$ cat config.mk
export PLATFORM = sky130hd
export DESIGN_NAME = baud_tick_gen
export DESIGN_NICKNAME = d
export VERILOG_FILES = /design/src/rtl/baud_gen_pkg.sv /design/src/rtl/bg_regs.sv /design/src/rtl/bg_prescaler.sv /design/src/rtl/bg_frac_acc.sv /design/src/rtl/bg_divider.sv /design/src/rtl/baud_tick_gen.sv
export SDC_FILE = /design/constraint.sdc
export NUM_CORES = 1
export LEC_CHECK = 0
export CAP_MARGIN = 25
export CORE_ASPECT_RATIO = 1.2
export CORE_MARGIN = 2
export CORE_UTILIZATION = 42
export CTS_BUF_LIST = sky130_fd_sc_hd__clkbuf_4 sky130_fd_sc_hd__clkbuf_8
export DETAILED_ROUTE_END_ITERATION = 8
export PLACE_DENSITY = 0.67
export SLEW_MARGIN = 20
export SYNTH_ARGS = -nofsm -noshare
export SYNTH_HDL_FRONTEND = slang
export SYNTH_SLANG_ARGS = --single-unit
$ cat constraint.sdc
create_clock -name clk -period 4 [get_ports clk]
set_clock_uncertainty 0.05 [all_clocks]
set_input_delay 0.8 -clock clk [delete_from_list [all_inputs] [get_ports clk]]
set_output_delay 0.8 -clock clk [all_outputs]
set_load 0.01 [all_outputs]
$ cat src/rtl/baud_gen_pkg.sv
package baud_gen_pkg;
  localparam int ADDR_W = 4;
  localparam int CODE_W = 3;
  localparam int FACT_W = 5;
  localparam int BYTE_W = 8;
  localparam int DIV_W  = 2 * BYTE_W;

  localparam logic [ADDR_W-1:0] OFF_DIV_LO = 4'd0;
  localparam logic [ADDR_W-1:0] OFF_DIV_HI = 4'd1;
  localparam logic [ADDR_W-1:0] OFF_LINE   = 4'd3;
  localparam logic [ADDR_W-1:0] OFF_PSC    = 4'd10;
  localparam logic [ADDR_W-1:0] OFF_RATIO  = 4'd11;

  localparam int                DLAB_BIT   = 7;
  localparam logic [CODE_W-1:0] PSC_RESET  = 3'd4;

  function automatic logic [FACT_W-1:0] psc_factor(input logic [CODE_W-1:0] code);
    case (code)
      3'd0:    return 5'd1;
      3'd1:    return 5'd2;
      3'd2:    return 5'd4;
      3'd3:    return 5'd8;
      3'd4:    return 5'd10;
      3'd5:    return 5'd12;
      3'd6:    return 5'd16;
      default: return 5'd20;
    endcase
  endfunction
endpackage

$ cat src/rtl/bg_regs.sv
module bg_regs
  import baud_gen_pkg::*;
#(
  parameter int FRAC_W = 16,
  localparam int DATA_W = 2 * FRAC_W
) (
  input  logic              clk,
  input  logic              rst,
  input  logic              we,
  input  logic [ADDR_W-1:0] addr,
  input  logic [DATA_W-1:0] wdata,
  output logic [DATA_W-1:0] rdata,
  output logic [DIV_W-1:0]  div_q,
  output logic [CODE_W-1:0] code_q,
  output logic [FRAC_W-1:0] x_q,
  output logic [FRAC_W-1:0] y_q,
  output logic              dlab,
  output logic              restart
);
  logic [BYTE_W-1:0] div_lo, div_hi, line_q;
  logic              hit_lo, hit_hi, hit_psc, hit_ratio, hit_line;

  assign dlab      = line_q[DLAB_BIT];
  assign hit_lo    = we && (addr == OFF_DIV_LO) && dlab;
  assign hit_hi    = we && (addr == OFF_DIV_HI) && dlab;
  assign hit_line  = we && (addr == OFF_LINE);
  assign hit_psc   = we && (addr == OFF_PSC);
  assign hit_ratio = we && (addr == OFF_RATIO);
  assign restart   = hit_lo || hit_hi || hit_psc || hit_ratio;
  assign div_q     = {div_hi, div_lo};

  always_ff @(posedge clk) begin
    if (rst) begin
      div_lo <= 8'd1;
      div_hi <= '0;
      line_q <= '0;
      code_q <= PSC_RESET;
      x_q    <= '0;
      y_q    <= '0;
    end else begin
      if (hit_lo)    div_lo <= wdata[BYTE_W-1:0];
      if (hit_hi)    div_hi <= wdata[BYTE_W-1:0];
      if (hit_line)  line_q <= wdata[BYTE_W-1:0];
      if (hit_psc)   code_q <= wdata[CODE_W-1:0];
      if (hit_ratio) begin
        x_q <= wdata[DATA_W-1:FRAC_W];
        y_q <= wdata[FRAC_W-1:0];
      end
    end
  end

  always_comb begin
    rdata = '0;
    case (addr)
      OFF_DIV_LO: if (dlab) rdata[BYTE_W-1:0] = div_lo;
      OFF_DIV_HI: if (dlab) rdata[BYTE_W-1:0] = div_hi;
      OFF_LINE:   rdata[BYTE_W-1:0] = line_q;
      OFF_PSC:    rdata[CODE_W-1:0] = code_q;
      OFF_RATIO:  rdata = {x_q, y_q};
      default:    rdata = '0;
    endcase
  end
endmodule

$ cat src/rtl/bg_prescaler.sv
module bg_prescaler
  import baud_gen_pkg::*;
(
  input  logic              clk,
  input  logic              rst,
  input  logic              restart,
  input  logic [CODE_W-1:0] code,
  output logic              pre_en
);
  logic [FACT_W-1:0] cnt;
  logic [FACT_W-1:0] last;

  assign last   = psc_factor(code) - 5'd1;
  assign pre_en = (cnt == last) && !restart;

  always_ff @(posedge clk) begin
    if (rst || restart)  cnt <= '0;
    else if (cnt == last) cnt <= '0;
    else                  cnt <= cnt + 5'd1;
  end
endmodule

$ cat src/rtl/bg_frac_acc.sv
module bg_frac_acc #(
  parameter int FRAC_W = 16
) (
  input  logic              clk,
  input  logic              rst,
  input  logic              restart,
  input  logic              pre_en,
  input  logic [FRAC_W-1:0] x,
  input  logic [FRAC_W-1:0] y,
  output logic              frac_en
);
  logic [FRAC_W-1:0] acc;
  logic [FRAC_W:0]   sum;
  logic              ratio_ok, carry;

  assign ratio_ok = (x != '0) && (x < y);
  assign sum      = {1'b0, acc} + {1'b0, x};
  assign carry    = (sum >= {1'b0, y});
  assign frac_en  = pre_en && ratio_ok && carry;

  always_ff @(posedge clk) begin
    if (rst || restart) acc <= '0;
    else if (pre_en && ratio_ok) begin
      if (carry) acc <= FRAC_W'(sum - {1'b0, y});
      else       acc <= sum[FRAC_W-1:0];
    end
  end
endmodule

$ cat src/rtl/bg_divider.sv
module bg_divider
  import baud_gen_pkg::*;
#(
  parameter int OS_RATIO = 16,
  localparam int BIT_CW = $clog2(OS_RATIO)
) (
  input  logic             clk,
  input  logic             rst,
  input  logic             restart,
  input  logic             frac_en,
  input  logic [DIV_W-1:0] div,
  output logic             tick_os,
  output logic             tick_bit
);
  logic [DIV_W-1:0]  dcnt;
  logic [DIV_W-1:0]  last;
  logic [BIT_CW-1:0] bcnt;

  assign last = (div == '0) ? '0 : div - 16'd1;

  always_ff @(posedge clk) begin
    if (rst || restart) begin
      dcnt    <= '0;
      tick_os <= 1'b0;
    end else begin
      tick_os <= 1'b0;
      if (frac_en) begin
        if (dcnt >= last) begin
          dcnt    <= '0;
          tick_os <= 1'b1;
        end else begin
          dcnt <= dcnt + 16'd1;
        end
      end
    end
  end

  always_ff @(posedge clk) begin
    if (rst || restart) begin
      bcnt     <= '0;
      tick_bit <= 1'b0;
    end else begin
      tick_bit <= 1'b0;
      if (tick_os) begin
        if (bcnt == BIT_CW'(OS_RATIO - 1)) begin
          bcnt     <= '0;
          tick_bit <= 1'b1;
        end else begin
          bcnt <= bcnt + 1'b1;
        end
      end
    end
  end
endmodule

$ cat src/rtl/baud_tick_gen.sv
module baud_tick_gen
  import baud_gen_pkg::*;
#(
  parameter int FRAC_W   = 16,
  parameter int OS_RATIO = 16
) (
  input  logic                  clk,
  input  logic                  rst,
  input  logic                  reg_we,
  input  logic [ADDR_W-1:0]     reg_addr,
  input  logic [2*FRAC_W-1:0]   reg_wdata,
  output logic [2*FRAC_W-1:0]   reg_rdata,
  output logic                  tick_os,
  output logic                  tick_bit
);
  logic [DIV_W-1:0]  div_q;
  logic [CODE_W-1:0] code_q;
  logic [FRAC_W-1:0] x_q, y_q;
  logic              dlab, restart, pre_en, frac_en;

  bg_regs #(.FRAC_W(FRAC_W)) u_regs (
    .clk(clk), .rst(rst), .we(reg_we), .addr(reg_addr), .wdata(reg_wdata),
    .rdata(reg_rdata), .div_q(div_q), .code_q(code_q), .x_q(x_q), .y_q(y_q),
    .dlab(dlab), .restart(restart)
  );

  bg_prescaler u_psc (
    .clk(clk), .rst(rst), .restart(restart), .code(code_q), .pre_en(pre_en)
  );

  bg_frac_acc #(.FRAC_W(FRAC_W)) u_frac (
    .clk(clk), .rst(rst), .restart(restart), .pre_en(pre_en),
    .x(x_q), .y(y_q), .frac_en(frac_en)
  );

  bg_divider #(.OS_RATIO(OS_RATIO)) u_div (
    .clk(clk), .rst(rst), .restart(restart), .frac_en(frac_en), .div(div_q),
    .tick_os(tick_os), .tick_bit(tick_bit)
  );
endmodule

# Word-level counts from Yosys, hierarchy flattened
# Index checks and enable logic that the tools add are counted.
[op_classes] add_sub_neg=7 order_cmp=3 eq_ne=12 muxes=12 bitwise_logic=2 reduce_logical=23
[ops] operator="$mux 16" n=3
[ops] operator="$pmux 5 s7" n=1
[ops] operator="$mux 24" n=1
[ops] operator="$pmux 5 s4" n=1
[ops] operator="$add 16x16->17" n=1
[ops] operator="$ge 17x16->1" n=1
[ops] operator="$add 16x1->16 const B" n=1
[ops] operator="$ge 16x16->1" n=1
[ops] operator="$logic_not 16->1" n=1
[ops] operator="$lt 16x16->1" n=1
[ops] operator="$mux 8" n=2
[ops] operator="$reduce_bool 16->1" n=1
[ops] operator="$sub 16x1->16 const B" n=1
[ops] operator="$sub 16x16->16" n=1
[ops] operator="$pmux 3 s5" n=1
[ops] operator="$eq 4x4->1 const B" n=3
[ops] operator="$logic_and 1x1->1" n=11
[ops] operator="$eq 3x3->1 const B" n=3
[ops] operator="$eq 3x2->1 const B" n=2
[ops] operator="$reduce_or 2->1" n=3
[ops] operator="$add 5x1->5 const B" n=1
[ops] operator="$eq 5x5->1" n=1
[ops] operator="$sub 5x1->5 const B" n=1
[ops] operator="$add 4x1->4 const B" n=1
[ops] operator="other kinds (10)" n=15
[word_totals] ff_bits=102 output_inout_bits=34 word_cells=71

# Depth between registers and ports, before layout
# Gate-level depths: netlist (run 1).
[depth] depth_word=12 ltp_mapped=18 ltp_nobuf=17

# By module
# Synthesis (run 1) repeated with hierarchy kept, for this count alone.
[unflattened] cells_unflattened=901 area_unflattened_um2=7757.4
[modules_own_cells] mod="bg_regs" instances=1 cells_each=307 area_each_um2=2965.3 seq_area_each_um2=1181.1
[modules_own_cells] mod="bg_frac_acc" instances=1 cells_each=344 area_each_um2=2656.3 seq_area_each_um2=320.3
[modules_own_cells] mod="bg_divider" instances=1 cells_each=207 area_each_um2=1742.9 seq_area_each_um2=440.4
[modules_own_cells] mod="bg_prescaler" instances=1 cells_each=43 area_each_um2=392.9 seq_area_each_um2=100.1

# Worst setup path before layout (run 1)
# Ideal clock, no wire load.
[synth_timing] kind="register to register" startpoint="reg u_regs.x_q[0]" endpoint="reg u_div.dcnt[14]" setup_time_ps=58 arrival_time_ps=3864 required_time_ps=3892 path_slack_ps=28 stages_incl_launch_ff=18 n_path_buf=0 synth_period_minus_slack_ps=3972 path_cell_list="dfxtp_1 ha_1 fa_1 a211oi_1 nor2_1 o21ai_2 o211ai_1 a21oi_1 xnor2_1 ha_1 a21oi_1 nor2b_1 or3_1 o221a_1 a21boi_2 o211ai_1 nand2_1 o21ba_1"
[synth_via] elab_chain_len=4 elab_cells_between_ends=7
[synth_rtl] item="from (decl)" line="bg_regs.sv:15" rtl="output logic [FRAC_W-1:0] x_q,"
[synth_rtl] item="from (signal assigned)" line="bg_regs.sv:46" rtl="x_q <= wdata[DATA_W-1:FRAC_W];"
[synth_rtl] item="parallel branches: the longest is 3 deep, another holds $add 16x16->17"
[synth_rtl] item="$logic_and 1x1->1 *" line="bg_frac_acc.sv:19" rtl="assign frac_en = pre_en && ratio_ok && carry;"
[synth_rtl] item="to (signal assigned)" line="bg_divider.sv:32" rtl="dcnt <= dcnt + 16'd1;"
[synth_rtl] item="to (decl)" line="bg_divider.sv:15" rtl="logic [DIV_W-1:0] dcnt;"
# Every way passes the cells marked *.
# A chain may end at the register's enable or synchronous reset.

# Final worst setup path (run 1)
[layout_timing] startpoint="reg u_regs.x_q[0]" endpoint="reg u_div.dcnt[10]"
# The elaborated chain is that of the path after synthesis.

==> results.cfg, run 1 <==
[outcome]
status = complete, no violations

[final_layout]
fillers = 1639
regArea_um2 = 2040
multi_input_area_um2 = 5090
nets = 1152
syn_to_final_growth_pct = 23.8
final_cell_area_um2 = 9000
drive_gt1_frac = 0.132
n_antenna_cell = 0

[yosys]
syn-cell-area_um2 = 7270
yosys.area_share.adder = 0.123
synth_top_family_by_area = simple AND/OR/NAND/NOR gates
synthMuxAreaShare = 0.0373
synth_compound_area_frac = 0.212
syn_nets = 1038
ys.flop_type = dfxtp_1
synth_cell_types = 85
synth_area_leaders = dfxtp_1 (28%), ha_1 (12%), nand2_1 (7.9%), a21oi_1 (5.9%), mux2i_1 (3.6%)
synth.avg_cell_area_um2 = 7.83
netlist_instances = 929
synth_largest_area_cell = dfxtp_1
yosysWarnings = 0
ys_ff_latch = 102
netlist_top_cells_count = nand2_1 (153), dfxtp_1 (102), a21oi_1 (85), ha_1 (68), nor2_1 (63)
synth_enable_flop_cells = 0
yosys.area_share.simple = 0.256
synth.most_common_cell = nand2_1
netlist.area_leader.share = 0.281
yosysSeqAreaShare = 0.281
synthArstFlopShare = 0
synth-xor-area-share = 0.0518

[grt]
grt_pass1_wl_um = 34700
grt_overflow_total = 0
grt.total_usage = 0.243
grt_pass1_vias = 6715
grt_antenna_before_repair = 0
grt_max_degree = 61

[setup_path]
slowest_delay_ps = 380
endpoint_kind = flip-flop
rr_startpoint = u_regs.x_q[0]
start_kind = flip-flop
worst-path-buf-inv = 0
path_delay_family = compound AO/OA/AOI/OAI gates
worstPathMaxFanout = 5
reg2reg_slack_ps = 20
path_class = flip-flop to flip-flop
cp-startpoint = u_regs.x_q[0]
reg2reg_to = u_div.dcnt[10]
required_ps = 4230
critPathArrivalTime_ps = 4210
reg2reg_depth = 17
path_cells = ha_4 > fa_2 > a211oi_2 > nor2_2 > o21ai_2 > o211ai_1 > a21oi_1 > xnor2_1 > ha_1 > a21oi_2 > nor2b_2 > or3_4 > o221a_1 > a21boi_4 > o211ai_4 > mux2i_1 > nor4b_4
slowest_stage = fa_2

[place]
placed_area_um2 = 8630
port_buffers = 72
place_congestion = 0.961
dpl.hpwl_um = 16800

[clocking]
clk_latency_ps = 390
cts_htree_levels = 3
clk_pin_slew_ps = 110
cts_tree = done
cts_made_buffers = 9
cts.path.max_buffers = 2
cts_root_buf = clkbuf_8
clock_sinks = 102
cts_hold_buffers = 0

[floorplan]
fp-row-count = 52
die_x_um = 124
dieArea_um2 = 18400
io_pins = 73
core_um2 = 16900
die_h_um = 148
start_util = 0.430

[min_path]
worstHoldEndpoint = u_regs.line_q[3]
hold_class = flip-flop to flip-flop
min_from = u_regs.line_q[3]
whs_path_depth = 2

[drt]
vias = 7199
routed_via_density = 5.70
wl_um = 22000
postRouteAntennaNets = 0
firstDrtPassIters = 5
wl_per_cell_um = 17.4
drt_iter0_drc = 529
drc = 0

[timing]
finalHoldViolCount = 0
rsz0062_at_grt = true
relSlewSlack = 0.545
setup_tns_ps = 0
max_slew.worst_pin.slew_ps = 682
min_period_ps = 3980
worst_hold_slack_ps = 410
setup_viol = 0
fmax_ghz = 0.251
slew_violations = 0
finalCritPeriodShare = 0.994

[power_and_ir_drop]
p_per_area_nw_per_um2 = 231
worst_ir_drop_vdd_v = 0.000156
p_leak_uw = 0.00349

[run]
drv_cap = 0
## cell usage in the layout, fill, tap and decap left out, types with 7 or more instances in the layout
cell type / n
ha_1: 67
nand2_1: 150
o211ai_1: 11
a22o_1: 7
nand3_1: 29
nor3_1: 35
inv_1: 32
or3_1: 11
and3_1: 8
mux2i_1: 24
o21ai_1: 23
clkdlybuf4s50_1: 71
xnor2_1: 25
nor4_1: 7
nand2b_1: 7
a21o_1: 9
o21ai_0: 22
xor2_1: 18
nand4_1: 11
nor2_1: 60
and2_1: 18
a21oi_1: 82
clkbuf_8: 10
buf_4: 61
dfxtp_1: 100
a31oi_1: 7
## area by class of cell
cell class                      count  share of cell area
Multi-Input combinational cell    756               0.565
Sequential cell                   102               0.227
Timing Repair Buffer              141               0.143
Tap cell                          216              0.0300
Clock buffer                       10              0.0153
Inverter                           33              0.0138
Clock inverter                      6             0.00598
## layer usage
metal  up-vias  global-route usage  wire [µm]
met3        50              0.0299       1160
met5         -                   0          0
met4         0               0.108        829
met1      3367               0.329       9720
met2       200               0.386      10300
li1       3582                   -          -
## worst max-delay path by stage
stage | end | cells past startpoint
after global placement | u_div.dcnt[14] | 18
after detailed placement | u_div.dcnt[14] | 18
after floorplan | u_div.dcnt[14] | 17
after global routing | u_div.dcnt[8] | 18
final | u_div.dcnt[10] | 17
after CTS | u_div.dcnt[3] | 18
## worst reg2reg max path, stage by stage, from the launching register on
cell and delay (ps):
dfxtp_2 350, ha_4 160, fa_2 380, a211oi_2 280, nor2_2 80, o21ai_2 180
o211ai_1 100, a21oi_1 160, xnor2_1 170, ha_1 300, a21oi_2 160, nor2b_2 70
or3_4 330, o221a_1 240, a21boi_4 170, o211ai_4 220, mux2i_1 370, nor4b_4 90
## flip-flops by register name, indices dropped and copies added, names as in the netlist, 5 cells and up
name / flops
u_div.dcnt: 16
u_frac.acc: 16
u_regs.x_q: 16
u_regs.y_q: 16
u_regs.div_hi: 8
u_regs.div_lo: 8
u_regs.line_q: 8
u_psc.cnt: 5
## stage by stage
step / worst slack (ps) / util / instances / total power, µW
after detailed placement: -128 / 0.510 / 1245 / 1410
after floorplan: 28.1 / - / 929 / 1260
after CTS: 31.1 / 0.523 / 1262 / 2070
after global routing: -133 / 0.532 / 1264 / 2170
final: 22.8 / 0.532 / 1264 / 2080
after global placement: -63.8 / 0.510 / 1245 / 1410
## logic make-up after synthesis
logic type / count (synthesis)
mux: 27
xor+xnor: 43
fa+ha+maj: 70
buf+inv: 71
simple gates: 382
compound gates: 234
flops: 102
## report_power, final
| group | total [µW] | internal [µW] | switching [µW] |
|---|---|---|---|
| logic | 386 | 176 | 209 |
| clock network | 662 | 254 | 408 |
| registers | 1030 | 1020 | 9.68 |
## what timing repair did
action,in CTS,in global routing
pin swaps,4,23
buffers inserted,1,1
cloned,0,1
endpoints found under the setup margin,26,33
resized for setup,4,39
Note: power is estimated with default switching activity, not from simulation.
==> run 2: changes to the inputs <==
Settings changed: CAP_MARGIN 25 to unset, PLACE_DENSITY 0.67 to unset.
==> results.cfg, run 2 (synthesized netlist as in run 1, its figures left out) <==
[floorplan]
core_um2 = 16900
die_x_um = 124
io_pins = 73
die_h_um = 148
start_util = 0.430
fp-row-count = 52
dieArea_um2 = 18400

[power_and_ir_drop]
p_per_area_nw_per_um2 = 236
worst_ir_drop_vdd_v = 0.000251
p_leak_uw = 0.00357

[final_layout]
final_common_cell = nand2_1
utilization = 0.538
syn_to_final_growth_pct = 25.2
nets = 1165
layout_common_cells = nand2_1 (150), dfxtp_1 (100), a21oi_1 (84)
n_antenna_cell = 0
regArea_um2 = 2040
multi_input_area_um2 = 5090
fillers = 1659
drive_gt1_frac = 0.139
final_cell_area_um2 = 9100

[clocking]
clock_sinks = 102
cts_made_buffers = 9
cts_root_buf = clkbuf_8
cts.path.max_buffers = 2
cts_htree_levels = 3
cts_hold_buffers = 0
clk_latency_ps = 400
clk_pin_slew_ps = 110
cts_tree = done

[grt]
grt_antenna_before_repair = 0
grt_max_degree = 58
grt_pass1_vias = 6755
grt_pass1_wl_um = 36000
grt.total_usage = 0.254
grt_overflow_total = 0

[setup_path]
endpoint_kind = flip-flop
path_delay_family = compound AO/OA/AOI/OAI gates
critPathArrivalTime_ps = 4240
worst-path-buf-inv = 3
worstPathMaxFanout = 5
slowest_delay_ps = 370
required_ps = 4230
worst-path-stages = 19
path_cells = ha_4 > fa_2 > a211oi_2 > nor2_2 > o21ai_2 > o211ai_1 > a21oi_1 > xnor2_1 > ha_1 > buf_4 > buf_6 > and3_4 > a31oi_1 > o21ai_1 > a41o_2 > buf_6 > or3_4 > o211ai_1 > a21oi_1
slowest_stage = fa_2
reg2reg_depth = 19
start_kind = flip-flop
path_class = flip-flop to flip-flop

[timing]
fmax_ghz = 0.249
rsz0062_at_grt = true
worst_hold_slack_ps = 409
fin_ws_ps = -9.94
max_slew.worst_pin.slew_ps = 649
relSlewSlack = 0.567
slew_violations = 0
finalHoldViolCount = 0
min_period_ps = 4010
finalCritPeriodShare = 1.00
setup_viol = 2

[drt]
drc = 0
vias = 7247
wl_um = 22900
wl_per_cell_um = 17.9
drt_iter0_drc = 470
postRouteAntennaNets = 0
routed_via_density = 5.68
firstDrtPassIters = 6

[outcome]
failed_checks = negative setup slack
status = finished with violations

[place]
dpl.hpwl_um = 18000
dp_slack_ps = -88.9
port_buffers = 72
placed_area_um2 = 8670
place_congestion = 0.907

[min_path]
hold_class = flip-flop to flip-flop
whs_path_depth = 2

[run]
drv_cap = 0
==> run 2: stage by stage <==
step                power [µW]  setup TNS, ps  instances
finish                    2140          -13.0       1277
global route              2230          -4830       1277
CTS                       2130              0       1272
detailed placement        1420           -423       1256
global placement          1420          -85.0       1256
floorplan                 1260              0        929
==> run 2: final cells by class <==
class,instances,share of cell area
Multi-Input combinational cell,756,0.560
Sequential cell,102,0.225
Timing Repair Buffer,154,0.150
Tap cell,216,0.0297
Clock buffer,9,0.0136
Inverter,33,0.0136
Clock inverter,7,0.00880
==> run 2: what timing repair did <==
| action | 4_1_cts | 5_1_grt |
|---|---|---|
| endpoints found under the hold margin | 0 | 0 |
| gates resized for setup | 5 | 42 |
| pin swaps | 3 | 27 |
| cloned | 0 | 1 |
| buffers inserted | 0 | 4 |
| setup endpoints to repair | 24 | 33 |
==> run 2: worst min-delay path, delay by kind of cell (launching register included) <==
kind             cells  cell delay [ps]
AO/OA/AOI/OAI        1               50
flip-flops           1              330
AND/OR/NAND/NOR      1               50
==> run 2: per-layer routing <==
layer  global-route usage  wire [µm]
met5                    0          0
met4               0.0865        661
met3               0.0349        949
met2                0.423      11100
met1                0.334      10200
==> run 2: report_power, final <==
group          leakage [µW]  switching [µW]  internal, µW
registers          0.000824            10.1          1020
clock network      0.000102             413           299
logic               0.00264             214           185
total               0.00357             637          1510
==> run 2: final timing paths <==
kind | from | end | slack [ps]
setup / recovery | u_regs.x_q[0] | u_frac.acc[9] | -10
hold reg to reg | u_regs.y_q[13] | u_regs.y_q[13] | 410
setup reg to reg | u_regs.x_q[0] | u_frac.acc[9] | -10
hold / removal | u_regs.y_q[13] | u_regs.y_q[13] | 410
==> run 3: changes to the inputs <==
Settings changed: CTS_CLUSTER_SIZE set to 16.
==> results of run 3 <==
Final layout, timing and power as in run 2 (identical DEF).
